--- config.mk ---
export PLATFORM = sky130hd
export DESIGN_NAME = tlb_xlat
export DESIGN_NICKNAME = d
export VERILOG_FILES = /design/src/rtl/xlat_pkg.sv /design/src/rtl/xlat_datapath.sv /design/src/rtl/xlat_ctrl.sv /design/src/rtl/tlb_xlat.sv
export SDC_FILE = /design/constraint.sdc
export NUM_CORES = 1
export LEC_CHECK = 0
export ABC_AREA = 1
export CAP_MARGIN = 20
export CORE_ASPECT_RATIO = 0.5
export CORE_MARGIN = 2
export CORE_UTILIZATION = 35
export DETAILED_ROUTE_END_ITERATION = 7
export GPL_ROUTABILITY_DRIVEN = 0
export GPL_TIMING_DRIVEN = 0
export PLACE_DENSITY_LB_ADDON = 0.08
export SYNTH_ARGS = -nofsm -noshare
export SYNTH_HDL_FRONTEND = slang
export SYNTH_HIERARCHICAL = 1
export SYNTH_SLANG_ARGS = --single-unit
--- constraint.sdc ---
create_clock -name clk -period 7.6 [get_ports clk]
set_clock_uncertainty 0.1 [all_clocks]
set_input_delay 1.14 -clock clk [delete_from_list [all_inputs] [get_ports clk]]
set_output_delay 1.14 -clock clk [all_outputs]
set_load 0.05 [all_outputs]
--- src/rtl/xlat_pkg.sv ---
package xlat_pkg;

  typedef enum logic [1:0] {
    ST_IDLE  = 2'd0,
    ST_BOUND = 2'd1,
    ST_FETCH = 2'd2
  } xlatState_e;

  // control -> datapath strobes
  typedef struct packed {
    logic latchReq;   // capture page number and offset of a missed request
    logic fill;       // install fetched entry at the victim slot
    logic flushAll;   // clear all entry valid bits
    logic fromMem;    // response address built from fetched entry
    logic countHit;
    logic countMiss;
  } xlatStrobe_t;

endpackage

--- src/rtl/xlat_datapath.sv ---
module xlat_datapath
  import xlat_pkg::*;
#(
  parameter int VA_W       = 16,
  parameter int PA_W       = 16,
  parameter int PAGE_BYTES = 1024,
  parameter int TLB_N      = 8,
  parameter int MA_W       = 12,
  parameter int CNT_W      = 16,
  localparam int OFF_W     = $clog2(PAGE_BYTES),
  localparam int VPN_W     = VA_W - OFF_W,
  localparam int PFN_W     = PA_W - OFF_W,
  localparam int IDX_W     = (TLB_N > 1) ? $clog2(TLB_N) : 1
) (
  input  logic              clk,
  input  logic              rstN,
  input  xlatStrobe_t       st,
  input  logic [VA_W-1:0]   reqVaddr,
  input  logic [MA_W-1:0]   ptBase,
  input  logic [VPN_W:0]    ptLen,
  input  logic [PFN_W:0]    memData,
  output logic              hit,
  output logic              beyondLen,
  output logic              pteValid,
  output logic [PA_W-1:0]   dpPaddr,
  output logic [MA_W-1:0]   memAddr,
  output logic [CNT_W-1:0]  hitCount,
  output logic [CNT_W-1:0]  missCount
);

  logic [VPN_W-1:0] reqVpn;
  logic [OFF_W-1:0] reqOff;
  assign reqVpn = reqVaddr[VA_W-1:OFF_W];
  assign reqOff = reqVaddr[OFF_W-1:0];

  logic [VPN_W-1:0] tagQ   [TLB_N];
  logic [PFN_W-1:0] pfnQ   [TLB_N];
  logic             validQ [TLB_N];
  logic [TLB_N-1:0] validVec;
  logic [TLB_N-1:0] matchVec;
  logic [PFN_W-1:0] hitPfn;
  logic [IDX_W-1:0] victimQ;
  logic [VPN_W-1:0] vpnQ;
  logic [OFF_W-1:0] offQ;

  // one slot per generate step: storage and parallel compare
  for (genvar g = 0; g < TLB_N; g++) begin : gEntry
    always_ff @(posedge clk) begin
      if (!rstN) begin
        validQ[g] <= 1'b0;
        tagQ[g]   <= '0;
        pfnQ[g]   <= '0;
      end else if (st.flushAll) begin
        validQ[g] <= 1'b0;
      end else if (st.fill && victimQ == IDX_W'(g)) begin
        validQ[g] <= 1'b1;
        tagQ[g]   <= vpnQ;
        pfnQ[g]   <= memData[PFN_W-1:0];
      end
    end
    assign validVec[g] = validQ[g];
    assign matchVec[g] = validQ[g] && (tagQ[g] == reqVpn);
  end

  always_comb begin
    hitPfn = '0;
    for (int i = 0; i < TLB_N; i++) begin
      if (matchVec[i]) hitPfn = hitPfn | pfnQ[i];
    end
  end
  assign hit = |matchVec;

  // round-robin victim pointer, untouched by flush
  always_ff @(posedge clk) begin
    if (!rstN) begin
      victimQ <= '0;
    end else if (st.fill) begin
      victimQ <= (victimQ == IDX_W'(TLB_N - 1)) ? '0 : victimQ + 1'b1;
    end
  end

  // missed-request registers
  always_ff @(posedge clk) begin
    if (!rstN) begin
      vpnQ <= '0;
      offQ <= '0;
    end else if (st.latchReq) begin
      vpnQ <= reqVpn;
      offQ <= reqOff;
    end
  end

  assign beyondLen = ({1'b0, vpnQ} >= ptLen);
  assign memAddr   = ptBase + MA_W'(vpnQ);
  assign pteValid  = memData[PFN_W];
  assign dpPaddr   = st.fromMem ? {memData[PFN_W-1:0], offQ} : {hitPfn, reqOff};

  always_ff @(posedge clk) begin
    if (!rstN) begin
      hitCount  <= '0;
      missCount <= '0;
    end else begin
      if (st.countHit)  hitCount  <= hitCount + 1'b1;
      if (st.countMiss) missCount <= missCount + 1'b1;
    end
  end

  AST_ONE_MATCH: assert property (@(posedge clk) disable iff (!rstN)
    $onehot0(matchVec));

  AST_FLUSH_EMPTY: assert property (@(posedge clk) disable iff (!rstN)
    st.flushAll |=> (validVec == '0));

  AST_FILL_LANDS: assert property (@(posedge clk) disable iff (!rstN)
    st.fill |=> validVec[$past(victimQ)]);

  AST_HIT_XOR_MISS: assert property (@(posedge clk) disable iff (!rstN)
    !(st.countHit && st.countMiss));

endmodule

--- src/rtl/xlat_ctrl.sv ---
module xlat_ctrl
  import xlat_pkg::*;
(
  input  logic        clk,
  input  logic        rstN,
  input  logic        flush,
  input  logic        reqValid,
  input  logic        hit,
  input  logic        beyondLen,
  input  logic        pteValid,
  input  logic        memValid,
  output xlatStrobe_t st,
  output logic        reqReady,
  output logic        respValid,
  output logic        respFault,
  output logic        memReq
);

  xlatState_e stateQ, stateD;
  logic       accept;

  assign reqReady = (stateQ == ST_IDLE) && !flush;
  assign accept   = reqValid && reqReady;

  always_comb begin
    stateD      = stateQ;
    st          = '0;
    st.flushAll = flush;
    respValid   = 1'b0;
    respFault   = 1'b0;
    memReq      = 1'b0;
    unique case (stateQ)
      ST_IDLE: begin
        if (accept) begin
          if (hit) begin
            respValid   = 1'b1;
            st.countHit = 1'b1;
          end else begin
            st.latchReq  = 1'b1;
            st.countMiss = 1'b1;
            stateD       = ST_BOUND;
          end
        end
      end
      ST_BOUND: begin
        if (flush) begin
          stateD = ST_IDLE;
        end else if (beyondLen) begin
          respValid = 1'b1;
          respFault = 1'b1;
          stateD    = ST_IDLE;
        end else begin
          stateD = ST_FETCH;
        end
      end
      ST_FETCH: begin
        memReq = 1'b1;
        if (flush) begin
          stateD = ST_IDLE;
        end else if (memValid) begin
          respValid  = 1'b1;
          st.fromMem = 1'b1;
          respFault  = !pteValid;
          st.fill    = pteValid;
          stateD     = ST_IDLE;
        end
      end
      default: stateD = ST_IDLE;
    endcase
  end

  always_ff @(posedge clk) begin
    if (!rstN) stateQ <= ST_IDLE;
    else       stateQ <= stateD;
  end

  AST_REQ_HELD: assert property (@(posedge clk) disable iff (!rstN)
    (memReq && !memValid && !flush) |=> memReq);

  AST_ONE_OUTSTANDING: assert property (@(posedge clk) disable iff (!rstN)
    memReq |-> !reqReady);

  AST_NO_FILL_ON_FAULT: assert property (@(posedge clk) disable iff (!rstN)
    respFault |-> !st.fill);

  AST_FLUSH_SILENT: assert property (@(posedge clk) disable iff (!rstN)
    (flush && stateQ != ST_IDLE) |-> !respValid);

endmodule

--- src/rtl/tlb_xlat.sv ---
module tlb_xlat
  import xlat_pkg::*;
#(
  parameter int VA_W       = 16,
  parameter int PA_W       = 16,
  parameter int PAGE_BYTES = 1024,
  parameter int TLB_N      = 8,
  parameter int MA_W       = 12,
  parameter int CNT_W      = 16,
  localparam int OFF_W     = $clog2(PAGE_BYTES),
  localparam int VPN_W     = VA_W - OFF_W,
  localparam int PFN_W     = PA_W - OFF_W
) (
  input  logic             clk,
  input  logic             rstN,
  input  logic             flush,
  input  logic             reqValid,
  output logic             reqReady,
  input  logic [VA_W-1:0]  reqVaddr,
  input  logic [MA_W-1:0]  ptBase,
  input  logic [VPN_W:0]   ptLen,
  output logic             respValid,
  output logic             respFault,
  output logic [PA_W-1:0]  respPaddr,
  output logic             memReq,
  output logic [MA_W-1:0]  memAddr,
  input  logic             memValid,
  input  logic [PFN_W:0]   memData,
  output logic [CNT_W-1:0] hitCount,
  output logic [CNT_W-1:0] missCount
);

  if (PAGE_BYTES < 512 || PAGE_BYTES > 8192 || (PAGE_BYTES & (PAGE_BYTES - 1)) != 0) begin : gBadPage
    $error("PAGE_BYTES must be a power of two in 512..8192");
  end

  xlatStrobe_t   st;
  logic          hit, beyondLen, pteValid;
  logic [PA_W-1:0] dpPaddr;

  xlat_ctrl u_ctrl (
    .clk(clk), .rstN(rstN), .flush(flush), .reqValid(reqValid),
    .hit(hit), .beyondLen(beyondLen), .pteValid(pteValid), .memValid(memValid),
    .st(st), .reqReady(reqReady), .respValid(respValid),
    .respFault(respFault), .memReq(memReq)
  );

  xlat_datapath #(
    .VA_W(VA_W), .PA_W(PA_W), .PAGE_BYTES(PAGE_BYTES),
    .TLB_N(TLB_N), .MA_W(MA_W), .CNT_W(CNT_W)
  ) u_dp (
    .clk(clk), .rstN(rstN), .st(st), .reqVaddr(reqVaddr),
    .ptBase(ptBase), .ptLen(ptLen), .memData(memData),
    .hit(hit), .beyondLen(beyondLen), .pteValid(pteValid),
    .dpPaddr(dpPaddr), .memAddr(memAddr),
    .hitCount(hitCount), .missCount(missCount)
  );

  assign respPaddr = respFault ? '0 : dpPaddr;

endmodule

==> impl_metrics.json <==
{
  "synth_area_um2": 8490,
  "power_frac_seq": 0.419,
  "final_cell_mix": "nand2_1, nor2_1, inv_1, clkdlybuf4s50_1, edfxtp_1",
  "tns_ps": 0,
  "layout-drive-gt1-share": 0.0760,
  "die_w_um": 224,
  "maxCapViolations": 0,
  "crit_arrival_ps": 4160,
  "synth-seq-area-share": 0.492,
  "p_int_mw": 1.60,
  "grt_pass1_wl_um": 36600,
  "synthFlopType": "edfxtp_1",
  "crit_path_end_kind": "primary output",
  "wl_per_cell_um": 15.4,
  "p_sw_frac": 0.315,
  "peakVddDrop_v": 0.000145,
  "cp_max_fo": 10,
  "drc_errors": 0,
  "die_y_um": 114,
  "area_growth_pct": 23.7,
  "dp_slack_ps": 2210,
  "dieArea_um2": 25600,
  "synth_seq_cells": 157,
  "finalMaxSlewViolations": 0,
  "grtUsageTotal": 0.189,
  "floorplan.initialDensity": 0.355,
  "port_buffers": 104,
  "regToRegStartpoint": "u_dp/tagQ[1][14]",
  "cts_hold_buf": 0,
  "cp_top_family": "buffers and inverters",
  "status": "complete, no violations",
  "cts_tree": "built",
  "wirelength_um": 23300,
  "highest-signal-layer": "met4",
  "via_per_inst": 4.74,
  "clock.fmax_mhz": 185,
  "power_mw": 2.33,
  "clk_pin_slew_worst_paths_ps": 70,
  "overflow": 0,
  "p_sw_mw": 0.735,
  "clk_latency_ps": 430,
  "fin_ws_ps": 2200,
  "min-delay-path-class": "flop to flop",
  "crit_chain": "clkdlybuf4s50_1 -> inv_1 -> nand3_1 -> inv_1 -> clkbuf_1 -> inv_1 -> clkbuf_1 -> nand2_1 -> nand2_1 -> inv_1 -> nor2_1 -> clkdlybuf4s50_1",
  "final_core_utilization": 0.439,
  "clockBufferDepth": 2,
  "ios": 111,
  "drt_iter0_markers": 441,
  "hold_viol_final": 0,
  "finalSetupViolations": 0,
  "rsz0062_at_grt": "no",
  "layout_commonest_cell": "nand2_1",
  "p_per_area_nw_per_um2": 222,
  "ant_nets": 0,
  "num_vias": 7176,
  "finalWorstPathRequiredPeriod_ps": 5400,
  "fin_nets": 1258,
  "post-route-cell-area_um2": 10500,
  "post_cts_buffers": 0,
  "comb_power_share": 0.219,
  "synth_area_leaders": "edfxtp_1, dfxtp_1, nand2_1, nor2_1, inv_1",
  "antenna_found_initial": 0,
  "yosys.area.top_type_share": 0.364,
  "met3_wirelength_um": 1070,
  "worstMarginPinSlew_ps": 634,
  "grt_pass1_vias": 6914,
  "cts_sinks": 157,
  "cp.buffers_inverters": 8,
  "antenna_cells": 0,
  "max_stage_delay_ps": 830,
  "dr_wl_met2_um": 10600,
  "cp-startpoint": "flush",
  "coreArea_um2": 23900,
  "synth_edf_count": 103,
  "worst_path_max_delay_cell": "clkdlybuf4s50_1",
  "met1_length_um": 11400,
  "cts.repair.resized": 0,
  "cp_data_required_time_ps": 6360,
  "clock_power_share": 0.362,
  "synth-async-reset-ratio": 0,
  "worstHoldStart": "u_dp/validQ[1][0]",
  "post-synth-top-area-cell": "edfxtp_1",
  "leakage_nw": 4.38,
  "synth_warnings": 6,
  "ff2ff_setup_slack_ps": 4330,
  "period_share": 0.711,
  "clk_root_buffer_cell": "clkbuf_16",
  "path_class": "input port to primary output",
  "worstSetupStartpointType": "input port",
  "dp_hpwl_um": 17700,
  "first_pass_iters": 8,
  "path_common_cell": "inv_1",
  "num_rows": 40,
  "synth_fp_nets": 1135,
  "cts_htree_levels": 4,
  "grt_max_degree": 17,
  "cts_buffers": 17,
  "max_slew_margin": 0.577,
  "synth.distinct_cells": 49,
  "synth_area_per_cell_um2": 7.99,
  "syn_inst": 1062,
  "placed_area_um2": 9930
}
## area by class of cell
class	count	area, µm²
Clock buffer	18	429
Inverter	153	584
Timing Repair Buffer	104	1040
Tap cell	315	394
Multi-Input combinational cell	721	3540
Buffer	31	188
Sequential cell	157	4170
Fill cell	2445	13400
Clock inverter	14	144
## synth_stat cells, types with 8 or more instances
cell type,count
a21oi_1,40
clkbuf_1,13
dfxtp_1,54
edfxtp_1,103
ha_1,25
inv_1,135
nand2_1,235
nand3_1,71
nand4_1,22
nor2_1,198
nor2_2,16
nor3_1,10
o21ai_0,40
xnor2_1,8
xor2_1,9
## layer usage
layer	global-route usage	vias up
met1	0.256	3392
met5	0	-
met3	0.0446	15
li1	-	3664
met4	0.0490	0
met2	0.305	105
## worst min-delay path: cells and delay by family (launching register included)
kind | cells | cell delay [ps]
and+or+nand+nor | 2 | 110
DFF | 1 | 320
## metrics by stage
stage               instances  hold WS, ps
CTS                      1513          374
global placement         1481          340
global route             1513          387
floorplan                1062          327
finish                   1513          368
detailed placement       1481          362
## sequential cells by signal, indices dropped and copies added, names as in the netlist, 3 cells and up
name	cells
u_dp/validQ	8
u_dp/vpnQ	6
u_dp/hitCount	16
u_dp/tagQ	48
u_dp/pfnQ	48
u_dp/victimQ	3
u_dp/missCount	16
u_dp/offQ	10
## power groups by stage
stage	Clock (mW)	Combinational (mW)	Sequential (mW)
after floorplan	0	0.338	0.996
after global placement	0	0.509	0.995
after detailed placement	0	0.512	0.997
after CTS	0.866	0.514	0.978
after global routing	0.906	0.561	0.984
final	0.845	0.510	0.978
## logic make-up after synthesis
kind of cell,share of synthesized area
simple gates,0.291
buf+inv,0.0909
flops,0.492
compound gates,0.0697
fa+ha+maj,0.0392
xor+xnor,0.0175
## path summary, 6_finish.rpt
check / end / depth (start not counted)
worst min register to register: u_dp/validQ[1][0] / 2
worst max-delay path: respPaddr[1] / 12
worst min-delay path: u_dp/validQ[1][0] / 2
worst max register to register: u_dp/hitCount[10] / 15
Note: power is estimated with default switching activity, not from simulation.
